`src/rtl/tchan_pkg.sv`:
```
package tchan_pkg;
  // config word layout: [2] set-value, [1] narrow, [0] periodic
  typedef struct packed {
    logic setval;
    logic narrow;
    logic periodic;
  } tcfg_t;

  localparam logic [1:0] PART_LO  = 2'b01;
  localparam logic [1:0] PART_HI  = 2'b10;
  localparam logic [1:0] PART_ALL = 2'b11;
endpackage

```
`src/rtl/tchan_regs.sv`:
```
module tchan_regs
  import tchan_pkg::*;
#(
  parameter int CW = 64,
  parameter int HW = 32
) (
  input  logic          clk,
  input  logic          rst_n,
  input  logic          wr_en_i,
  input  logic          wr_sel_i,
  input  logic [1:0]    wr_part_i,
  input  logic [CW-1:0] wr_data_i,
  input  logic          upd_en_i,
  input  logic [CW-1:0] upd_val_i,
  output tcfg_t         cfg_o,
  output logic [CW-1:0] cmp_o,
  output logic [CW-1:0] per_o,
  output tcfg_t         nx_cfg_o,
  output logic [CW-1:0] nx_cmp_o,
  output logic          take_o
);
  localparam logic [CW-1:0] LOMASK = {{(CW-HW){1'b0}}, {HW{1'b1}}};

  tcfg_t         cfg_q, cfg_nx;
  logic [CW-1:0] cmp_q, cmp_nx, per_q, per_nx;
  logic [CW-1:0] zext_v, cmp_wv, per_wv;
  logic          take;

  function automatic logic [CW-1:0] merge(logic [CW-1:0] old, logic [1:0] part,
                                          logic [CW-1:0] d);
    logic [CW-1:0] r;
    r = old;
    if (part[0]) r[HW-1:0] = d[HW-1:0];
    if (part[1]) r[CW-1:HW] = (part == PART_ALL) ? d[CW-1:HW] : d[HW-1:0];
    return r;
  endfunction

  always_comb begin
    zext_v = {{(CW-HW){1'b0}}, wr_data_i[HW-1:0]};
    cmp_wv = cfg_q.narrow ? zext_v : merge(cmp_q, wr_part_i, wr_data_i);
    per_wv = cfg_q.narrow ? zext_v : merge(per_q, wr_part_i, wr_data_i);
    take   = wr_en_i && (wr_part_i != 2'b00)
             && !(wr_sel_i && cfg_q.narrow && (wr_part_i == PART_HI));
    cfg_nx = cfg_q;
    cmp_nx = cmp_q;
    per_nx = per_q;
    if (upd_en_i) cmp_nx = upd_val_i;
    if (take) begin
      if (!wr_sel_i) begin
        if (wr_part_i[0]) cfg_nx = wr_data_i[2:0];
        if (cfg_nx.narrow) begin
          cmp_nx = cmp_nx & LOMASK;
          per_nx = per_nx & LOMASK;
        end
      end else begin
        if (!cfg_q.periodic || cfg_q.setval) cmp_nx = cmp_wv;
        if (cfg_q.periodic) per_nx = per_wv;
        cfg_nx.setval = 1'b0;
      end
    end
  end

  always_ff @(posedge clk) begin
    if (!rst_n) begin
      cfg_q <= '0;
      cmp_q <= '1;
      per_q <= '0;
    end else begin
      cfg_q <= cfg_nx;
      cmp_q <= cmp_nx;
      per_q <= per_nx;
    end
  end

  assign cfg_o    = cfg_q;
  assign cmp_o    = cmp_q;
  assign per_o    = per_q;
  assign nx_cfg_o = cfg_nx;
  assign nx_cmp_o = cmp_nx;
  assign take_o   = take;

  // upper-half comparator write in narrow mode leaves the comparator alone
  a_r10_hi_ignored: assert property (@(posedge clk) disable iff (!rst_n)
    (wr_en_i && wr_sel_i && cfg_q.narrow && wr_part_i == PART_HI && !upd_en_i)
    |=> $stable(cmp_q));

  // set-value drops after an accepted comparator write
  a_r5_setval_clear: assert property (@(posedge clk) disable iff (!rst_n)
    (wr_en_i && wr_sel_i && wr_part_i != 2'b00
     && !(cfg_q.narrow && wr_part_i == PART_HI))
    |=> !cfg_q.setval);

  // narrow mode keeps the upper halves cleared
  a_r11_narrow_trunc: assert property (@(posedge clk) disable iff (!rst_n)
    cfg_q.narrow |-> (cmp_q[CW-1:HW] == '0 && per_q[CW-1:HW] == '0));
endmodule

```
`src/rtl/tchan_arm.sv`:
```
module tchan_arm #(
  parameter int CW = 64,
  parameter int HW = 32
) (
  input  logic          clk,
  input  logic          rst_n,
  input  logic [CW-1:0] count_i,
  input  logic          glb_en_i,
  input  logic          wr_take_i,
  input  logic          nx_narrow_i,
  input  logic          nx_periodic_i,
  input  logic [CW-1:0] nx_cmp_i,
  input  logic          cur_narrow_i,
  input  logic          cur_periodic_i,
  input  logic [CW-1:0] per_i,
  output logic          fire_o,
  output logic          upd_en_o,
  output logic [CW-1:0] upd_val_o
);
  localparam logic [CW-1:0] LOMASK = {{(CW-HW){1'b0}}, {HW{1'b1}}};
  localparam logic [CW-1:0] ONE    = {{(CW-1){1'b0}}, 1'b1};
  localparam logic [CW-1:0] HSTEP  = LOMASK + ONE;

  logic [CW-1:0] tgt_q, arm_q, new_tgt, nt, wrap_pt;
  logic          armed_q, wrap_q, catch_q, en_q, fire_q;
  logic          reprog, hit, per_live, catch_done;

  // a lies strictly before b when b - a is a positive signed value
  function automatic logic is_before(logic [CW-1:0] a, logic [CW-1:0] b);
    logic [CW-1:0] d;
    d = b - a;
    return !d[CW-1] && (d != '0);
  endfunction

  function automatic logic [CW-1:0] eff_target(logic [CW-1:0] cnt, logic [CW-1:0] cm,
                                               logic nar);
    logic [CW-1:0] t;
    if (!nar) return cm;
    t = (cnt & ~LOMASK) | (cm & LOMASK);
    if (t < cnt) t = t + HSTEP;
    return t;
  endfunction

  always_comb begin
    reprog     = glb_en_i && (wr_take_i || !en_q);
    hit        = armed_q && glb_en_i && !catch_q && !reprog && !is_before(count_i, arm_q);
    per_live   = cur_periodic_i && (per_i != '0);
    nt         = tgt_q + per_i;
    catch_done = is_before(count_i, tgt_q);
    upd_en_o   = !reprog && glb_en_i
                 && ((catch_q && !catch_done) || (hit && per_live));
    upd_val_o  = cur_narrow_i ? (nt & LOMASK) : nt;
    new_tgt    = eff_target(count_i, nx_cmp_i, nx_narrow_i);
    wrap_pt    = (count_i | LOMASK) + ONE;
  end

  always_ff @(posedge clk) begin
    if (!rst_n) begin
      tgt_q   <= '0;
      arm_q   <= '0;
      armed_q <= 1'b0;
      wrap_q  <= 1'b0;
      catch_q <= 1'b0;
      en_q    <= 1'b0;
      fire_q  <= 1'b0;
    end else begin
      en_q   <= glb_en_i;
      fire_q <= hit;
      if (reprog) begin
        tgt_q   <= new_tgt;
        armed_q <= 1'b1;
        catch_q <= 1'b0;
        if (nx_narrow_i && !nx_periodic_i && (new_tgt > wrap_pt)) begin
          wrap_q <= 1'b1;
          arm_q  <= wrap_pt;
        end else begin
          wrap_q <= 1'b0;
          arm_q  <= new_tgt;
        end
      end else if (catch_q && glb_en_i) begin
        if (catch_done) begin
          catch_q <= 1'b0;
        end else begin
          tgt_q <= nt;
          arm_q <= nt;
        end
      end else if (hit) begin
        if (per_live) begin
          tgt_q   <= nt;
          arm_q   <= nt;
          catch_q <= 1'b1;
        end else if (wrap_q) begin
          wrap_q <= 1'b0;
          arm_q  <= tgt_q;
        end else begin
          armed_q <= 1'b0;
        end
      end
    end
  end

  assign fire_o = fire_q;

  // an expiry is only reported for a cycle in which the enable was high
  a_r12_fire_needs_en: assert property (@(posedge clk) disable iff (!rst_n)
    fire_o |-> $past(glb_en_i));

  // a pending wrap event always sits on a wrap point
  a_r9_wrap_point: assert property (@(posedge clk) disable iff (!rst_n)
    wrap_q |-> (arm_q[HW-1:0] == '0));
endmodule

```
`src/rtl/evt_timer_chan.sv`:
```
module evt_timer_chan
  import tchan_pkg::*;
#(
  parameter int CW = 64,
  parameter int HW = 32
) (
  input  logic          clk,
  input  logic          rst_n,
  input  logic [CW-1:0] count_i,
  input  logic          glb_en_i,
  input  logic          wr_en_i,
  input  logic          wr_sel_i,
  input  logic [1:0]    wr_part_i,
  input  logic [CW-1:0] wr_data_i,
  output logic          fire_o,
  output logic [CW-1:0] cmp_o
);
  tcfg_t         cfg, nx_cfg;
  logic [CW-1:0] per, nx_cmp, upd_val;
  logic          take, upd_en;

  tchan_regs #(.CW(CW), .HW(HW)) u_regs (
    .clk      (clk),
    .rst_n    (rst_n),
    .wr_en_i  (wr_en_i),
    .wr_sel_i (wr_sel_i),
    .wr_part_i(wr_part_i),
    .wr_data_i(wr_data_i),
    .upd_en_i (upd_en),
    .upd_val_i(upd_val),
    .cfg_o    (cfg),
    .cmp_o    (cmp_o),
    .per_o    (per),
    .nx_cfg_o (nx_cfg),
    .nx_cmp_o (nx_cmp),
    .take_o   (take)
  );

  tchan_arm #(.CW(CW), .HW(HW)) u_arm (
    .clk           (clk),
    .rst_n         (rst_n),
    .count_i       (count_i),
    .glb_en_i      (glb_en_i),
    .wr_take_i     (take),
    .nx_narrow_i   (nx_cfg.narrow),
    .nx_periodic_i (nx_cfg.periodic),
    .nx_cmp_i      (nx_cmp),
    .cur_narrow_i  (cfg.narrow),
    .cur_periodic_i(cfg.periodic),
    .per_i         (per),
    .fire_o        (fire_o),
    .upd_en_o      (upd_en),
    .upd_val_o     (upd_val)
  );
endmodule

```
`config.mk`:
```
export PLATFORM = sky130hd
export DESIGN_NAME = evt_timer_chan
export DESIGN_NICKNAME = d
export VERILOG_FILES = /design/src/rtl/tchan_pkg.sv /design/src/rtl/tchan_regs.sv /design/src/rtl/tchan_arm.sv /design/src/rtl/evt_timer_chan.sv
export SDC_FILE = /design/constraint.sdc
export NUM_CORES = 2
export LEC_CHECK = 0
export CAP_MARGIN = 20
export CORE_UTILIZATION = 30
export DETAILED_ROUTE_END_ITERATION = 8
export PLACE_DENSITY_LB_ADDON = 0.08
export SYNTH_ARGS = -nofsm -noshare
export SYNTH_HDL_FRONTEND = slang
export SYNTH_SLANG_ARGS = --single-unit
```
`constraint.sdc`:
```
create_clock -name clk -period 29.8 [get_ports clk]
set_input_delay 2.98 -clock clk [delete_from_list [all_inputs] [get_ports clk]]
set_output_delay 2.98 -clock clk [all_outputs]
set_load 0.01 [all_outputs]
```
==> results.md <==
- Clock tree buffer depth: 3
- DR pass1 iterations: 8
- Port Buffers: 199
- Core Area: 0.0969 mm2
- EDFF count, synth: 0
- Top_reg_cell synth: dfxtp_1
- Most used cell along the critical path: o21ai_0
- RR Startpoint: u_arm.tgt_q[22]
- Max incr delay on CP: 830 ps
- GR Util met2: 0.464
- Ant diodes: 0
- Synthesized net count: 4,550
- Clock power frac: 0.324
- Global-route wire length before repair: 225 mm
- Worst Setup Start Kind: primary input
- Hold_buf cts: 0
- Max cap viols: 0
- Final hold vios: 0
- Vias per cell: 6.10
- FF-to-FF path depth: 53
- Vias in the first global route: 30,500
- Mapped cell area: 0.0294 mm2
- GRT overflow: 0
- Leak pwr: 13.0 nW
- Final Setup Violations: 0
- Hold path depth: 2
- Sequential area share after synthesis: 0.180
- Die span in y: 315 um
- Iter 0 DRT Violations: 3,618
- RSZ-0062 raised after global routing: false
- CP top delay family: compound AO/OA/AOI/OAI gates
- Slowest CP cell: a41oi_4
- Layout cells sized above 1: 0.0474
- Skew final: 28.8 ps
- Min Tclk post-route: 16,380 ps
- DRC: 12
- WL/cell: 29.1 um
- Place WS: 13,060 ps
- Worst Path Required: 30,220 ps
- Internal Power: 787 uW
- Clk sink count: 264
- Hold worst-path end: u_arm.arm_q[32]
- Reg power frac: 0.303
- Area delta synth->final: 13.5%
- Final worst-path cycle share: 0.550
- Final nets: 4,571
- GRT Total Usage: 0.310
- Busiest grt layer: met2
- Ys async rst share: 0
- Post-cts resize count: 0
- Switching Share: 0.410
- Post-synth cell types: 105
- Post-CTS Setup Inserts: 0
- CTS tree: done
- Initial antenna violation count: 1
- FF-to-FF setup slack: 16,090 ps
- Data arrival, critical path: 16,800 ps
- Syn avg cell area: 7.06 um2
- Syn Inst Count: 4,159
- Detailed Place HPWL: 129 mm
- FP Rows: 114
- DRT Wirelength: 159 mm
- Reg clk slew, reported paths: 70 ps
- Num ports: 200
- Failing checks: design-rule violations
- Setup CP Type: primary input to flip-flop
- Placer congestion estimate: 0.989
- Max Clk Rate: 61.0 MHz
- Initial Util: 0.303
- Pins Over Slew Limit: 0
- Least-Margin Pin Slew: 1230 ps
- GR Util met3: 0.0363
- H-tree depth: 2
- Setup crit end kind: flip-flop
- Setup TNS: 0 ps
- Switching power: 546 uW
- Total CTS buffers: 34
- Worst path bufs/invs: 7
- Slew HR: 0.172
- Yosys warns: 0
- Die Wd: 315 um
- Antenna viol nets, final: 0
- Post-synthesis register bit count: 264
- Die area: 0.0992 mm2
- Root buffer cell: clkbuf_16
- Vias: 33,400
- Clk Latency, worst-skew pair: 570 ps
- Hold Path Class: flip-flop to flip-flop
- Setup WS post-layout: 13,420 ps
- PwrDens: 40.0 mW/mm2
- Peak supply drop: 0.0000277 V
- Met1 GRT Util: 0.448
- Largest net degree at the start of global routing: 86
- Critical-path maximum fanout: 31
- Hold path startpoint: u_arm.arm_q[32]
- R2r endpoint: u_arm.arm_q[55]
- Combinational Power Share: 0.372
- Status: complete, but fails checks
==> per-stage QoR <==
stage / total power, mW / util / hold WS, ps / std cells / instance area, um2
floorplan: 0.691 / - / 426 / 4159 / 29400
global placement: 0.896 / 0.333 / 457 / 5418 / 32200
detailed placement: 0.891 / 0.333 / 466 / 5419 / 32200
CTS: 1.33 / 0.344 / 476 / 5476 / 33300
global route: 1.38 / 0.344 / 506 / 5477 / 33300
finish: 1.33 / 0.344 / 472 / 5477 / 33300
==> cell families (layout without fill, tap and decap cells) <==
group,count (synthesis),in the layout,share of synthesized area
mux,99,99,0.0349
xor+xnor,163,163,0.0486
compound gates,1443,1443,0.317
simple gates,1515,1515,0.252
fa+ha+maj,256,256,0.110
flops,264,264,0.180
buf+inv,419,461,0.0582
==> power groups by stage <==
stage               Clock, mW  Sequential [mW]  Combinational [mW]
floorplan                   0            0.391               0.300
global placement            0            0.411               0.486
detailed placement          0            0.410               0.481
CTS                     0.439            0.403               0.484
global route            0.449            0.404               0.530
finish                  0.432            0.404               0.496
==> state kept, by name, indices dropped and copies added, names as in the netlist <==
| name | cells |
|---|---|
| u_regs.per_o | 64 |
| u_arm.catch_q | 1 |
| u_arm.wrap_q | 1 |
| u_regs.cfg_o | 3 |
| u_arm.fire_o | 1 |
| u_arm.tgt_q | 64 |
| u_regs.cmp_o | 64 |
| u_arm.en_q | 1 |
| u_arm.arm_q | 64 |
| u_arm.armed_q | 1 |
==> area by class of cell <==
cell class | count | area, um2
tap | 1276 | 1600
timing repair buffer | 240 | 2310
sequential | 264 | 5290
fill | 10500 | 63500
multi-input combinational | 3476 | 22400
inverter | 164 | 616
clock buffer | 49 | 988
clock inverter | 8 | 100
==> synth_stat cells, types with 60 or more instances <==
cell type  instances  area (um2)
nand4_1          112         701
mux2i_1           72         721
nand3_1           60         300
nand2_1          570        2140
nor2_1           268        1010
nor2b_1          110         688
nor3_1            93         465
xnor2_1          122        1070
inv_1            162         608
dfxtp_1          264        5290
o21ai_0          306        1530
a21oi_1          426        2130
clkbuf_1         196         736
a21o_1            75         563
ha_1             253        3170
==> cell usage in the layout, fill, tap and decap left out, types with 27 or more instances in the layout <==
master           synthesis  layout
a211oi_1                30      29
a21boi_0                55      55
a21o_1                  75      74
a21oi_1                426     426
a31oi_1                 55      55
and2_1                  49      47
and3_1                  44      44
buf_4                    7      39
clkbuf_16                0      35
clkdlybuf4s50_1          0     198
dfxtp_1                264     264
ha_1                   253     253
inv_1                  162     162
mux2_2                  27      27
mux2i_1                 72      71
nand2_1                570     566
nand2b_1                31      31
nand3_1                 60      60
nand4_1                112     112
nor2_1                 268     265
nor2b_1                110     110
nor3_1                  93      93
nor4_1                  48      48
o2111ai_1               29      29
o211ai_1                56      56
o21a_1                  54      54
o21ai_0                306     306
o21ai_1                 41      41
o21bai_1                30      30
o221ai_1                40      40
o22ai_1                 30      30
or3_1                   37      37
or4_1                   30      30
xnor2_1                122     122
xor2_1                  41      41
==> worst reg2reg max path: cells and delay by family, from the launching register on <==
family / cells / cell delay [ps]
compound gates: 24 / 6790
simple gates: 19 / 2930
buf+inv: 5 / 1570
fa+ha+maj: 3 / 1130
flops: 1 / 600
mux: 1 / 390
xor+xnor: 1 / 140
==> worst max-delay path by stage <==
stage / end / from / slack (ps) / depth (start not counted)
2_1_floorplan: u_arm.arm_q[63] / count_i[0] / 17660 / 55
3_3_place_gp: u_arm.arm_q[55] / count_i[1] / 12550 / 54
3_5_place_dp: u_arm.arm_q[55] / count_i[1] / 13060 / 55
4_1_cts: u_arm.arm_q[55] / count_i[1] / 13610 / 55
5_1_grt: u_arm.arm_q[55] / count_i[1] / 12460 / 55
6_report: u_arm.arm_q[55] / count_i[1] / 13420 / 55
==> per-layer routing <==
| layer | vias to the layer above | share of wire |
|---|---|---|
| met5 | - | 0.00013 |
| met4 | 2 | 0.044 |
| met3 | 236 | 0.074 |
| met2 | 1528 | 0.42 |
| met1 | 16200 | 0.46 |
| li1 | 15500 | - |
Power figures use the tool's default switching activity.
